$ cat config.mk
export PLATFORM = sky130hd
export DESIGN_NAME = pcisc_initiator
export DESIGN_NICKNAME = d
export VERILOG_FILES = /design/src/rtl/pcisc_pkg.sv /design/src/rtl/pcisc_ctrl.sv /design/src/rtl/pcisc_dpath.sv /design/src/rtl/pcisc_initiator.sv
export SDC_FILE = /design/constraint.sdc
export NUM_CORES = 1
export LEC_CHECK = 0
export ABC_AREA = 1
export CORE_MARGIN = 2
export CORE_UTILIZATION = 42
export DETAILED_ROUTE_END_ITERATION = 6
export HOLD_SLACK_MARGIN = 0.02
export PLACE_DENSITY_LB_ADDON = 0.08
export SYNTH_ARGS = -nofsm -noshare
export SYNTH_HDL_FRONTEND = slang
export SYNTH_HIERARCHICAL = 1
export SYNTH_SLANG_ARGS = --single-unit
$ cat constraint.sdc
create_clock -name clk -period 2.01 [get_ports clk]
set_input_delay 0.201 -clock clk [delete_from_list [all_inputs] [get_ports clk]]
set_output_delay 0.201 -clock clk [all_outputs]
set_load 0.05 [all_outputs]
$ cat src/rtl/pcisc_pkg.sv
package pcisc_pkg;

  typedef enum logic [2:0] {
    ST_IDLE,
    ST_ADDR,
    ST_TURN,
    ST_DATA,
    ST_REL
  } phase_e;

  // Control-to-datapath strobes
  typedef struct packed {
    logic loadReq;    // latch the local request
    logic capture;    // store read word from the bus
    logic adDrive;    // enable AD drivers
    logic adSelAddr;  // AD carries address (else write data)
    logic cbeDrive;   // enable C/BE drivers
    logic cbeSelCmd;  // C/BE carries command (else byte enables)
  } strobe_t;

  localparam logic STAT_OK    = 1'b0;
  localparam logic STAT_ABORT = 1'b1;

endpackage

$ cat src/rtl/pcisc_ctrl.sv
module pcisc_ctrl
  import pcisc_pkg::*;
#(
  parameter int CLAIM_LIMIT = 6
) (
  input  logic    clk,
  input  logic    rstN,
  input  logic    reqValid,
  input  logic    reqIsRead,
  input  logic    tgtClaimN,
  input  logic    tgtRdyN,
  output strobe_t stb,
  output logic    cycStartN,
  output logic    mstRdyN,
  output logic    ctlOe,
  output logic    reqAck,
  output logic    ackStatus
);

  localparam int CNT_W = $clog2(CLAIM_LIMIT + 1);
  localparam logic [CNT_W-1:0] LAST_WAIT = CNT_W'(CLAIM_LIMIT - 1);

  phase_e           state, nextState;
  logic [CNT_W-1:0] waitCnt;
  logic             claimedQ;
  logic             isReadQ;
  logic             abortQ;
  logic             postAddr;
  logic             timeout;
  logic             xfer;

  assign postAddr = (state == ST_TURN) || (state == ST_DATA);
  assign timeout  = postAddr && !claimedQ && tgtClaimN && (waitCnt == LAST_WAIT);
  assign xfer     = (state == ST_DATA) && !tgtClaimN && !tgtRdyN;

  always_comb begin
    nextState = state;
    unique case (state)
      ST_IDLE: if (reqValid) nextState = ST_ADDR;
      ST_ADDR: nextState = isReadQ ? ST_TURN : ST_DATA;
      ST_TURN: nextState = timeout ? ST_REL : ST_DATA;
      ST_DATA: if (xfer || timeout) nextState = ST_REL;
      ST_REL:  nextState = ST_IDLE;
      default: nextState = ST_IDLE;
    endcase
  end

  always_ff @(posedge clk) begin
    if (!rstN) begin
      state    <= ST_IDLE;
      waitCnt  <= '0;
      claimedQ <= 1'b0;
      isReadQ  <= 1'b0;
      abortQ   <= 1'b0;
    end else begin
      state <= nextState;
      if (state == ST_IDLE && reqValid) begin
        isReadQ <= reqIsRead;
        abortQ  <= 1'b0;
      end
      if (state == ST_ADDR) begin
        waitCnt  <= '0;
        claimedQ <= 1'b0;
      end else if (postAddr) begin
        if (!tgtClaimN) claimedQ <= 1'b1;
        if (waitCnt != LAST_WAIT) waitCnt <= waitCnt + 1'b1;
        if (timeout) abortQ <= 1'b1;
      end
    end
  end

  always_comb begin
    stb.loadReq   = (state == ST_IDLE) && reqValid;
    stb.capture   = xfer && isReadQ;
    stb.adDrive   = (state == ST_ADDR) || ((state == ST_DATA) && !isReadQ);
    stb.adSelAddr = (state == ST_ADDR);
    stb.cbeDrive  = (state == ST_ADDR) || postAddr;
    stb.cbeSelCmd = (state == ST_ADDR);
  end

  assign ctlOe     = (state != ST_IDLE);
  assign cycStartN = !((state == ST_ADDR) || (state == ST_TURN));
  assign mstRdyN   = (state != ST_DATA);
  assign reqAck    = (state == ST_REL);
  assign ackStatus = abortQ ? STAT_ABORT : STAT_OK;

  // release lasts one clock and is followed by idle
  p_release_then_idle_r9: assert property (@(posedge clk) disable iff (!rstN)
    (state == ST_REL) |=> (state == ST_IDLE));

  // while busy the request input cannot restart the address phase
  p_no_accept_busy_r2: assert property (@(posedge clk) disable iff (!rstN)
    (state == ST_DATA) |=> (state != ST_ADDR));

endmodule

$ cat src/rtl/pcisc_dpath.sv
module pcisc_dpath
  import pcisc_pkg::*;
#(
  parameter int DATA_W = 32,
  parameter int CMD_W  = 4
) (
  input  logic                  clk,
  input  logic                  rstN,
  input  strobe_t               stb,
  input  logic [DATA_W-1:0]     reqAddr,
  input  logic [CMD_W-1:0]      reqCmd,
  input  logic [DATA_W/8-1:0]   reqByteEn,
  input  logic [DATA_W-1:0]     reqWrData,
  input  logic [DATA_W-1:0]     adIn,
  output logic [DATA_W-1:0]     adOut,
  output logic                  adOe,
  output logic [DATA_W/8-1:0]   cbeOut,
  output logic                  cbeOe,
  output logic [DATA_W-1:0]     rdData
);

  localparam int LANES = DATA_W / 8;

  logic [DATA_W-1:0] addrQ, wrQ;
  logic [CMD_W-1:0]  cmdQ;
  logic [LANES-1:0]  beQ;

  always_ff @(posedge clk) begin
    if (!rstN) begin
      addrQ  <= '0;
      wrQ    <= '0;
      cmdQ   <= '0;
      beQ    <= '0;
      rdData <= '0;
    end else begin
      if (stb.loadReq) begin
        addrQ <= reqAddr;
        wrQ   <= reqWrData;
        cmdQ  <= reqCmd;
        beQ   <= reqByteEn;
      end
      if (stb.capture) rdData <= adIn;
    end
  end

  assign adOut  = stb.adSelAddr ? addrQ : wrQ;
  assign adOe   = stb.adDrive;
  assign cbeOut = stb.cbeSelCmd ? LANES'(cmdQ) : ~beQ;
  assign cbeOe  = stb.cbeDrive;

  // the read word holds between captures
  p_rd_hold_r7: assert property (@(posedge clk) disable iff (!rstN)
    !stb.capture |=> $stable(rdData));

endmodule

$ cat src/rtl/pcisc_initiator.sv
module pcisc_initiator
  import pcisc_pkg::*;
#(
  parameter int DATA_W      = 32,
  parameter int CMD_W       = 4,
  parameter int CLAIM_LIMIT = 6
) (
  input  logic                clk,
  input  logic                rstN,
  input  logic                reqValid,
  input  logic [DATA_W-1:0]   reqAddr,
  input  logic [CMD_W-1:0]    reqCmd,
  input  logic [DATA_W/8-1:0] reqByteEn,
  input  logic [DATA_W-1:0]   reqWrData,
  output logic                reqAck,
  output logic                ackStatus,
  output logic [DATA_W-1:0]   rdData,
  output logic                cycStartN,
  output logic                mstRdyN,
  output logic                ctlOe,
  output logic [DATA_W-1:0]   adOut,
  output logic                adOe,
  input  logic [DATA_W-1:0]   adIn,
  output logic [DATA_W/8-1:0] cbeOut,
  output logic                cbeOe,
  input  logic                tgtClaimN,
  input  logic                tgtRdyN
);

  strobe_t stb;

  pcisc_ctrl #(.CLAIM_LIMIT(CLAIM_LIMIT)) i_ctrl (
    .clk       (clk),
    .rstN      (rstN),
    .reqValid  (reqValid),
    .reqIsRead (!reqCmd[0]),
    .tgtClaimN (tgtClaimN),
    .tgtRdyN   (tgtRdyN),
    .stb       (stb),
    .cycStartN (cycStartN),
    .mstRdyN   (mstRdyN),
    .ctlOe     (ctlOe),
    .reqAck    (reqAck),
    .ackStatus (ackStatus)
  );

  pcisc_dpath #(.DATA_W(DATA_W), .CMD_W(CMD_W)) i_dpath (
    .clk       (clk),
    .rstN      (rstN),
    .stb       (stb),
    .reqAddr   (reqAddr),
    .reqCmd    (reqCmd),
    .reqByteEn (reqByteEn),
    .reqWrData (reqWrData),
    .adIn      (adIn),
    .adOut     (adOut),
    .adOe      (adOe),
    .cbeOut    (cbeOut),
    .cbeOe     (cbeOe),
    .rdData    (rdData)
  );

  // first driven clock is an address phase
  p_addr_phase_r3: assert property (@(posedge clk) disable iff (!rstN)
    $rose(ctlOe) |-> (!cycStartN && mstRdyN && adOe && cbeOe));

  // turnaround clock is followed by an undriven read data phase
  p_turnaround_r5: assert property (@(posedge clk) disable iff (!rstN)
    (ctlOe && !cycStartN && mstRdyN && !adOe) |=> (cycStartN && !mstRdyN && !adOe));

  // claimed but not ready keeps the data phase
  p_wait_hold_r6: assert property (@(posedge clk) disable iff (!rstN)
    (!mstRdyN && !tgtClaimN && tgtRdyN) |=> !mstRdyN);

  // both ready strobes low completes with OK status next clock
  p_transfer_ack_r7: assert property (@(posedge clk) disable iff (!rstN)
    (!mstRdyN && !tgtClaimN && !tgtRdyN) |=> (reqAck && ackStatus == STAT_OK));

  // acknowledge is a single pulse
  p_ack_pulse_r10: assert property (@(posedge clk) disable iff (!rstN)
    reqAck |=> !reqAck);

  // after acknowledge all enables are off
  p_quiet_after_r1: assert property (@(posedge clk) disable iff (!rstN)
    reqAck |=> (!ctlOe && !adOe && !cbeOe));

endmodule

Yosys cells after proc, flatten, opt, wreduce, memory -nomap -nowiden
Index checks and enable logic that the tools add are counted.
Widths: inputs -> output; s select.

word-level totals
  output and inout port bits = 75
  bits in registers = 113

cells by class
  mux-type cells = 12
  bitwise operators = 3
  reductions and logical operators = 25
  add/sub/neg operators = 1
  eq/ne operators = 9

operator list
  kind                 number
  $mux 32              1
  $pmux 3 s4           1
  $mux 3               3
  $logic_and 1x1->1    8
  $eq 3x2->1 const B   2
  $eq 3x3->1 const B   2
  $logic_not 1->1      6
  $mux 1               6
  $reduce_and 2->1     3
  $logic_or 1x1->1     5
  $mux 4               1
  $ne 2x2->1 const B   2
  $not 4->4            1
  $add 3x1->3 const B  1
  $eq 3x1->1 const B   1
  $logic_not 3->1      1
  $ne 3x2->1 const B   1
  $ne 3x3->1 const B   1
  $reduce_bool 3->1    1
  $not 1->1            2
  $reduce_or 2->1      1

Depth between registers and ports, before layout
  depth in word-level cells = 8
  depth in mapped cells = 11

By module
The synthesis kept the hierarchy.

by module, submodules not included
  module           area each (µm²)  instances  cells an instance
  pcisc_dpath      4755.8           1          772
  pcisc_ctrl       509.2            1          78
  pcisc_initiator  3.8              1          1

Worst setup path before layout
No wires, ideal clock.

  path kind = reg2out
  start point = reg i_ctrl.state[2]
  end point = out adOut[10]
  path slack = -0.429 ns
  stages on the path, launching flop included = 8
  path buffers = 3
  data arrival time = 2.238 ns
  path through = dfxtp_1 nor2_1 nand2_2 inv_1 buf_4 buf_2 clkbuf_1 o21ai_0

RTL lines
  what                      RTL line               source
  start: declaration        pcisc_ctrl.sv:23       phase_e state, nextState;
  start signal: assignment  pcisc_ctrl.sv:56       state <= nextState;
  end: declaration          pcisc_initiator.sv:21  output logic [DATA_W-1:0] adOut,

==> run metrics <==
Core Util, Final 68.46%; Synth area leaders dfxtp_1, nand2_1, nor2_1, inv_1, o21ai_0; Clock Tree Root clkbuf_16; Post-DP Area approximately 0.0076 mm^2; fin cells 1203; WHS Endpoint i_dpath/rdData[5]$_SDFFE_PN0P_; syn avg cell area 6.191 um^2; Die Span X 116.0 um; TritonCTS clock tree yes; CTS H-tree lvls 4; dpl cells 1167; Core ar. approximately 0.012 mm^2; CP max stage cell dfxtp_1; drt drc 0; number of DRC markers in iteration 0 216; Worst Skew 0.004764 ns; HP Start rstN; Final Cell Area 0.008292 mm^2; WL per Instance 10.65 um; number of global-route vias before repair 4524; WP data required approximately 1.8 ns; fmax 523.9 MHz; Reg-to-Reg End i_dpath/rdData[9]$_SDFFE_PN0P_; WL final 12810 um; crit path capture type output pin; ANT nets after route 0; GP Congestion 0.8379; first-pass GRT wire length 21040 um; Reg area 0.002262 mm^2; max-cap viol count 0; Starting Density between 40% and 50%; Final #Nets 1133; Synth area leader dfxtp_1; worst-path maximum fanout 22; GRT Overall Usage 19.98%; CP Cell Sequence nor2_2, nand2_2, inv_6, buf_12, nand2_1, o21ai_1, buf_12; clk_lat worst skew 0.40 ns; library cells used by synthesis 20; setup_tns 0 ns; Final setup viols 0; Slew Limit Fails 0; die footprint 0.01346 mm^2; critical path class flop to output pin; largest net degree at the start of global routing 65; Period minus WS final roughly 1.9 ns; Max VDD drop around 0.00049 V; Min Hold Slack 0.2682 ns; Synth Register Bits 113; register area share after synthesis 42.94%; Total Power 8.100 mW; Arr. time, crit path roughly 1.7 ns; Min-Delay Path Class input pin to flop; Reg2Reg Launch Point i_ctrl/state[1]$_SDFFE_PN0P_; number of inserted diodes 0; port bufs 183; static leakage between 3 and 4 nW; GRT Residual Overflow 0; final hold vios 0; depth of the most critical reg-to-reg path 10; crit path launch type flop; status finished clean; initial antenna violation count 0; top cell type's share of synthesized area 42.94%; Pre-Repair DR Iteration Count 6; Post-Syn Area 0.005269 mm^2; Place WS 0.3113 ns; die height 116.0 um; PnR worst setup slack 0.1011 ns; Worst-path clk slew 0.05 ns; power per cell area 976.9 mW/mm^2; most frequent cells in the layout nand2_1, nor2_1, inv_1; Multi-input gate area 0.002268 mm^2; maximum buffer depth of the clock tree 2; Top Ports 184; most common cell after layout, fill and taps aside nand2_1; via count 5087; CP peak stage delay 0.36 ns; FF-to-FF setup slack 0.34 ns; WHS Path Cells 3; measured slew at the worst slew-check pin around 0.55 ns; vias per inst between 4 and 5; TritonCTS buffer count 17; Yosys warnings 6; DP Wirelength slightly below 9000 um; fraction of layout cells with a size suffix above 1 11.98%; Post-Syn Nets 962; cell repeated most along the worst path buf_12; FP Rows 40; filler cell count 1093; gate count of the mapped netlist 851; Slew headroom 63.16%; Area growth, synth to finish 57.37%; clock sink count between 100 and 150; Final Cycle Share a little over nine tenths
==> repair_timing <==
item                       4_1_cts  5_1_grt
setup endpoints to repair       29       11
gates resized for setup         12        7
hold buffers                     0        0
gates cloned                     2        0
setup buffers                    2        0
==> kinds of logic (layout without fill, tap and decap cells) <==
| group | Yosys count | after routing | synth area share [%] |
|---|---|---|---|
| AO/OA/AOI/OAI | 46 | 46 | 4.417 |
| XOR/XNOR | 1 | 1 | 0.1663 |
| adder cells (fa/ha/maj) | 2 | 2 | 0.4749 |
| buffers and inverters | 198 | 382 | 16.48 |
| flip-flops | 113 | 113 | 42.94 |
| AND/OR/NAND/NOR | 491 | 491 | 35.53 |
==> routing by layer <==
metal	global-route usage, %	wire (um)	vias to the layer above
li1	-	-	2789
met1	24.44	5630	2124
met2	30.33	5593	150
met3	9.676	1331	24
met4	7.937	256	0
met5	0	0	-
==> registers in the layout, summed over array words and instances, names as in the netlist <==
| name | flops |
|---|---|
| i_dpath/addrQ | 32 |
| i_dpath/rdData | 32 |
| i_dpath/wrQ | 32 |
| i_dpath/beQ | 4 |
| i_dpath/cmdQ | 4 |
| i_ctrl/state | 3 |
| i_ctrl/waitCnt | 3 |
| i_ctrl/abortQ | 1 |
| i_ctrl/claimedQ | 1 |
| i_ctrl/isReadQ | 1 |
==> layout make-up <==
type | count | area share, %
Clock buffer | 28 | 6.474
Clock inverter | 4 | 0.5432
Inverter | 153 | 7.017
Multi-Input combinational cell | 540 | 27.36
Sequential cell | 113 | 27.28
Tap cell | 168 | 2.535
Timing Repair Buffer | 196 | 28.75
Timing Repair inverter | 1 | 0.04527
==> cell usage after synthesis (all sizes together) <==
master / number
a21oi: 6
buf: 43
clkbuf: 2
dfxtp: 113
ha: 2
inv: 153
nand2: 263
nand3: 5
nor2: 220
nor3: 2
o21a: 1
o21ai: 39
or2: 1
xor2: 1
==> power breakdown <==
| group | leakage [nW] | total (mW) | switching (mW) | internal (mW) |
|---|---|---|---|---|
| registers | 0.926 | 2.59 | 0.120 | 2.47 |
| logic | 2.72 | 2.62 | 1.46 | 1.16 |
| clock network | 0.290 | 2.89 | 0.971 | 1.92 |
==> worst max-delay path: cells and delay by family, from the launching register on <==
family	cells	cell delay [ns]
DFF	1	0.36
AOI/OAI and AO/OA	1	0.13
and+or+nand+nor	3	0.31
buffers and inverters	3	0.47
==> how the worst max path moves through the flow <==
stage / start / to / cells after the start
6_report: i_ctrl/state[2]$_SDFFE_PN0P_ / adOut[1] / 7
5_1_grt: i_ctrl/state[2]$_SDFFE_PN0P_ / adOut[1] / 7
4_1_cts: i_ctrl/state[2]$_SDFFE_PN0P_ / cbeOut[1] / 7
3_5_place_dp: i_ctrl/state[2]$_SDFFE_PN0P_ / adOut[1] / 7
3_3_place_gp: i_ctrl/state[2]$_SDFFE_PN0P_ / adOut[1] / 7
2_1_floorplan: i_ctrl/state[2]$_SDFFE_PN0P_ / adOut[0] / 6
No activity file was read; power rests on OpenSTA's default activity.
